--- config.mk ---
export PLATFORM = sky130hd
export DESIGN_NAME = quad_window_filter
export DESIGN_NICKNAME = d
export VERILOG_FILES = /design/src/rtl/quad_window_filter.sv
export SDC_FILE = /design/constraint.sdc
export NUM_CORES = 2
export LEC_CHECK = 0
export BUFFER_PORTS_ARGS = -buffer_cell sky130_fd_sc_hd__buf_2
export CAP_MARGIN = 20
export CORE_MARGIN = 2
export CORE_UTILIZATION = 65
export CTS_CLUSTER_SIZE = 16
export DETAILED_ROUTE_END_ITERATION = 16
export PLACE_DENSITY = 0.87
export SYNTH_ARGS = -nofsm -noshare
export SYNTH_HDL_FRONTEND = slang
export SYNTH_SLANG_ARGS = --single-unit
--- constraint.sdc ---
create_clock -name clk -period 31.2 [get_ports clk]
set_input_delay 6.24 -clock clk [delete_from_list [all_inputs] [get_ports clk]]
set_output_delay 6.24 -clock clk [all_outputs]
set_load 0.01 [all_outputs]
--- src/rtl/quad_window_filter.sv ---
module quad_window_filter #(
  parameter int LANES      = 4,
  parameter int PIX_W      = 8,
  parameter int MEAN_MUL   = 7282,
  parameter int MEAN_SHIFT = 16
) (
  input  logic                   clk,
  input  logic                   rst_n,
  input  logic                   in_valid,
  output logic                   in_ready,
  input  logic                   row_start,
  input  logic                   mode_median,
  input  logic [LANES*PIX_W-1:0] row_top,
  input  logic [LANES*PIX_W-1:0] row_mid,
  input  logic [LANES*PIX_W-1:0] row_bot,
  output logic                   out_valid,
  input  logic                   out_ready,
  output logic [LANES*PIX_W-1:0] out_pixels
);
  localparam int WORD_W  = LANES * PIX_W;
  localparam int ROWS    = 3;
  localparam int KEEP    = 2;
  localparam int COLS    = LANES + KEEP;
  localparam int TAPS    = ROWS * 3;
  localparam int SUM_W   = PIX_W + 4;
  localparam int PROD_W  = SUM_W + $clog2(MEAN_MUL + 1);
  localparam int PIX_MAX = (1 << PIX_W) - 1;

  logic [WORD_W-1:0] cur [ROWS];
  logic [PIX_W-1:0]  keep_q [ROWS][KEEP];
  logic [PIX_W-1:0]  win [ROWS][COLS];
  logic [WORD_W-1:0] result;
  logic              accept;

  assign cur[0] = row_top;
  assign cur[1] = row_mid;
  assign cur[2] = row_bot;

  assign in_ready = !out_valid || out_ready;
  assign accept   = in_valid && in_ready;

  always_comb begin
    for (int r = 0; r < ROWS; r++) begin
      for (int j = 0; j < KEEP; j++) win[r][j] = keep_q[r][j];
      for (int j = 0; j < LANES; j++) win[r][j+KEEP] = cur[r][j*PIX_W +: PIX_W];
    end
  end

  function automatic logic [PIX_W-1:0] median9(input logic [TAPS*PIX_W-1:0] v);
    logic [PIX_W-1:0] a [TAPS];
    logic [PIX_W-1:0] t;
    for (int i = 0; i < TAPS; i++) a[i] = v[i*PIX_W +: PIX_W];
    for (int p = 0; p < TAPS; p++) begin
      for (int i = 0; i < TAPS - 1; i++) begin
        if ((i % 2) == (p % 2) && a[i] > a[i+1]) begin
          t      = a[i];
          a[i]   = a[i+1];
          a[i+1] = t;
        end
      end
    end
    return a[TAPS/2];
  endfunction

  for (genvar k = 0; k < LANES; k++) begin : g_lane
    logic [TAPS*PIX_W-1:0] taps;
    logic [SUM_W-1:0]      sum;
    logic [PROD_W-1:0]     prod;
    logic [PROD_W-1:0]     quo;
    logic [PIX_W-1:0]      mean_px;
    logic [PIX_W-1:0]      med_px;

    always_comb begin
      sum = '0;
      for (int r = 0; r < ROWS; r++) begin
        for (int c = 0; c < 3; c++) begin
          taps[(r*3+c)*PIX_W +: PIX_W] = win[r][k+c];
          sum = sum + SUM_W'(win[r][k+c]);
        end
      end
    end

    assign prod    = PROD_W'(sum) * PROD_W'(MEAN_MUL);
    assign quo     = prod >> MEAN_SHIFT;
    assign mean_px = (quo > PROD_W'(PIX_MAX)) ? PIX_W'(PIX_MAX) : quo[PIX_W-1:0];
    assign med_px  = median9(taps);
    assign result[k*PIX_W +: PIX_W] = mode_median ? med_px : mean_px;
  end

  always_ff @(posedge clk or negedge rst_n) begin
    if (!rst_n) begin
      out_valid  <= 1'b0;
      out_pixels <= '0;
      for (int r = 0; r < ROWS; r++)
        for (int j = 0; j < KEEP; j++) keep_q[r][j] <= '0;
    end else begin
      if (accept) begin
        for (int r = 0; r < ROWS; r++)
          for (int j = 0; j < KEEP; j++)
            keep_q[r][j] <= cur[r][(LANES-KEEP+j)*PIX_W +: PIX_W];
      end
      if (accept && !row_start) begin
        out_valid  <= 1'b1;
        out_pixels <= result;
      end else if (out_ready) begin
        out_valid <= 1'b0;
      end
    end
  end

  AST_STALL_HOLD: assert property (@(posedge clk) disable iff (!rst_n)
    out_valid && !out_ready |=> out_valid && $stable(out_pixels));

  AST_NO_TAKE_WHEN_STALLED: assert property (@(posedge clk) disable iff (!rst_n)
    out_valid && !out_ready |-> !in_ready);

  AST_ROWSTART_SILENT: assert property (@(posedge clk) disable iff (!rst_n)
    in_valid && in_ready && row_start |=> !out_valid);

  AST_GROUP_EMITS: assert property (@(posedge clk) disable iff (!rst_n)
    in_valid && in_ready && !row_start |=> out_valid);

  AST_DRAIN_DROPS: assert property (@(posedge clk) disable iff (!rst_n)
    out_valid && out_ready && !in_valid |=> !out_valid);

endmodule

==> impl_results.md <==
* Setup tns final at 0 ps
* PortBufs at 135
* Max Cap Viol at 0
* CTS Root Cell: clkbuf_16
* CTS resizes at 0
* Hold_buf cts at 0
* Top cell type's share of synthesized area at 0.227
* Initial antenna violation count at 17
* Clock Skew at 14.2 ps
* Fmax at 36.4 MHz
* CP startpoint kind: input port
* Register area share after synthesis at 0.0321
* Unrepaired setup endpoints after global routing: false
* Synth Flop Type: dfrtp_1
* Wire per inst at 23.5 um
* CTS Sinks at 81
* CTS Buf Count at 9
* Core area at slightly below 0.1 sq mm
* Starting Density at 0.655
* Worst min path class: reg2reg
* Setup repair bufs after CTS at 0
* Grt ovf at 0
* Worst Path Buf+Inv at 8
* Worst-path clk slew at 90 ps
* Nets at approximately 10000
* FF+latch count, synth at slightly above 80
* DRT antenna net count at 0
* Number of global-route vias before repair at 61100
* Critical-path top delay cell: nor2_1
* Fin crit share at 0.880
* Most frequent CP cell: ha_1
* Die W at around 320 um
* Slew Viols, Final at 0
* Syn Area/Cell at 7.56 sq um
* Global-route wire length before repair at 344 mm
* Ys async rst share at 1.00
* Synth Net Count at roughly 10000
* GPL Wtd Cong at 1.14
* TritonCTS clock tree: yes
* Routed wire length at 227 mm
* H-tree Lvls at 3
* Cells after synthesis at 8352
* Worst path required time at 31530 ps
* Worst-Skew Late Latency at 440 ps
* Gr usage total at 0.442
* P&R area growth vs syn at 3.93%
* Io pins at between 100 and 150
* Status: finished clean
* Post-synth EDFFs at 0
* Via density at 6.69
* Pin count of the biggest net entering global routing at 93
* CP max FO at 25
* Total number of vias at 64600
* Mapped Area at about 0.063 sq mm
* Max incr delay on CP at 800 ps
* Std cell rows at around 110
* DR iter-0 viols at 6716
* DIE AREA at 0.0996 sq mm
* Worst-Margin Slew at 1160 ps
* TritonRoute pass-1 iters at 10
* CP delay by family, top: compound AO/OA/AOI/OAI gates
* Relative slew slack at 0.223
* Number of remaining DRC errors at 0
* Hold WS at 489 ps
* Fin. Hold Viols at 0
* WP data arrival at approximately 28000 ps
* CTS Buffer Depth at 2
* Synth Warn # at 0
* Layout cells sized above 1 at 0.0679
* Crit path kind: in2reg
* Critical path endpoint category: register
* Top post-synthesis cells by area: ha_1 (23%), fa_1 (10%), mux2i_1 (9.9%)
* HPWL Detailed at 191 mm
* Area leader, netlist: ha_1
* Final setup fails at 0
* Unique masters post-synth at 128
* Die H at 316 um
* Final min period at 27450 ps
## layout make-up
type                    count  area (sq um)
diodes                      4          10.0
clock buffers               9           225
clock inverters             7          78.8
fillers                  8208         30800
inverters                1055          3960
multi-input cells        7001         56300
flip-flops and latches     81          2030
well taps                1276          1600
repair buffers            226          1380
## per-stage QoR
stage | cell area, sq um | instances | setup slack, ps | utilization
4_1_cts | 65500 | 9645 | 3880 | 0.679
6_report | 65600 | 9659 | 3750 | 0.680
5_1_grt | 65600 | 9656 | 1970 | 0.680
2_1_floorplan | 63100 | 8352 | 5910 | -
3_5_place_dp | 65200 | 9629 | 3480 | 0.676
3_3_place_gp | 65200 | 9629 | 3820 | 0.676
## cells in the mapped netlist (81+ instances only)
cell type / instances
ha_1: 1147
inv_1: 1052
a21oi_1: 766
nor2_1: 696
mux2i_1: 624
nand2_1: 611
o21ai_0: 544
fa_1: 330
a21o_1: 213
nand3_1: 167
clkbuf_1: 163
mux2_2: 119
xnor2_1: 104
nor2b_1: 102
o21a_1: 100
nor3_1: 95
nand2b_1: 89
nand4_1: 86
dfrtp_1: 81
## final timing paths
| path | startpoint | endpoint | slack [ps] | cells after the start |
|---|---|---|---|---|
| worst min register to register | out_pixels[1] | out_pixels[1] | 490 | 1 |
| min in group asynchronous | rst_n | out_pixels[27] | 5860 | 1 |
| max in group asynchronous | rst_n | out_pixels[15] | 24150 | 2 |
| worst min-delay path | out_pixels[1] | out_pixels[1] | 490 | 1 |
| worst max register to register | g_lane[0].taps[32] | out_pixels[6] | 9370 | 90 |
| worst max-delay path | row_bot[1] | out_pixels[14] | 3750 | 89 |
## sequential cells by signal, indices dropped and copies added (netlist names)
signal / cells
out_valid: 1
out_pixels: 32
g_lane.taps: 48
## per-layer routing
| layer | up-vias | GRT usage | routed length, um | share of wire |
|---|---|---|---|---|
| met5 | - | 0 | 132 | 0.00058 |
| met4 | 20 | 0.220 | 12900 | 0.057 |
| met3 | 691 | 0.117 | 25400 | 0.11 |
| met2 | 3283 | 0.693 | 98200 | 0.43 |
| met1 | 30500 | 0.561 | 90200 | 0.40 |
| li1 | 30100 | - | - | - |
## layout by cell type, fill, tap and decap left out, types with 30 or more instances in the layout
cell,n
o211ai_1,59
mux2_2,119
o21a_1,100
o31ai_1,41
nor3_1,94
nand2_1,610
or3_1,30
dfrtp_1,81
nand2b_1,89
a211oi_1,49
o21ai_0,541
o31a_1,32
a31oi_1,53
o21bai_1,41
o22ai_1,33
xnor2_1,104
and2_1,63
o21ai_1,51
nor2b_1,102
buf_4,88
nand3_1,167
inv_1,1052
buf_2,134
o21ba_2,31
ha_1,1147
or2_2,36
and3_1,78
fa_1,330
mux2i_1,624
nor2_1,694
a21oi_1,765
a21o_1,213
and4_1,49
nand4_1,86
## worst reg2reg max path: cells and delay by family (launching register included)
kind | cells | cell delay (ps)
AO/OA/AOI/OAI | 37 | 9720
adder cells (fa/ha/maj) | 12 | 3710
buffers and inverters | 12 | 1910
flip-flops | 1 | 950
multiplexers | 6 | 2200
AND/OR/NAND/NOR | 23 | 3170
## cell families (layout without fill, tap and decap cells)
family / after synthesis / count (layout) / synth area share
multiplexers: 749 / 749 / 0.121
other: 0 / 4 / 0
adder cells (fa/ha/maj): 1504 / 1504 / 0.336
AO/OA/AOI/OAI: 2444 / 2444 / 0.254
AND/OR/NAND/NOR: 2173 / 2173 / 0.162
buffers and inverters: 1270 / 1297 / 0.0765
XOR/XNOR: 131 / 131 / 0.0182
flip-flops: 81 / 81 / 0.0321
Power is not shown: default switching activity piles up to over one toggle a cycle in this logic, so the estimate is an artifact.
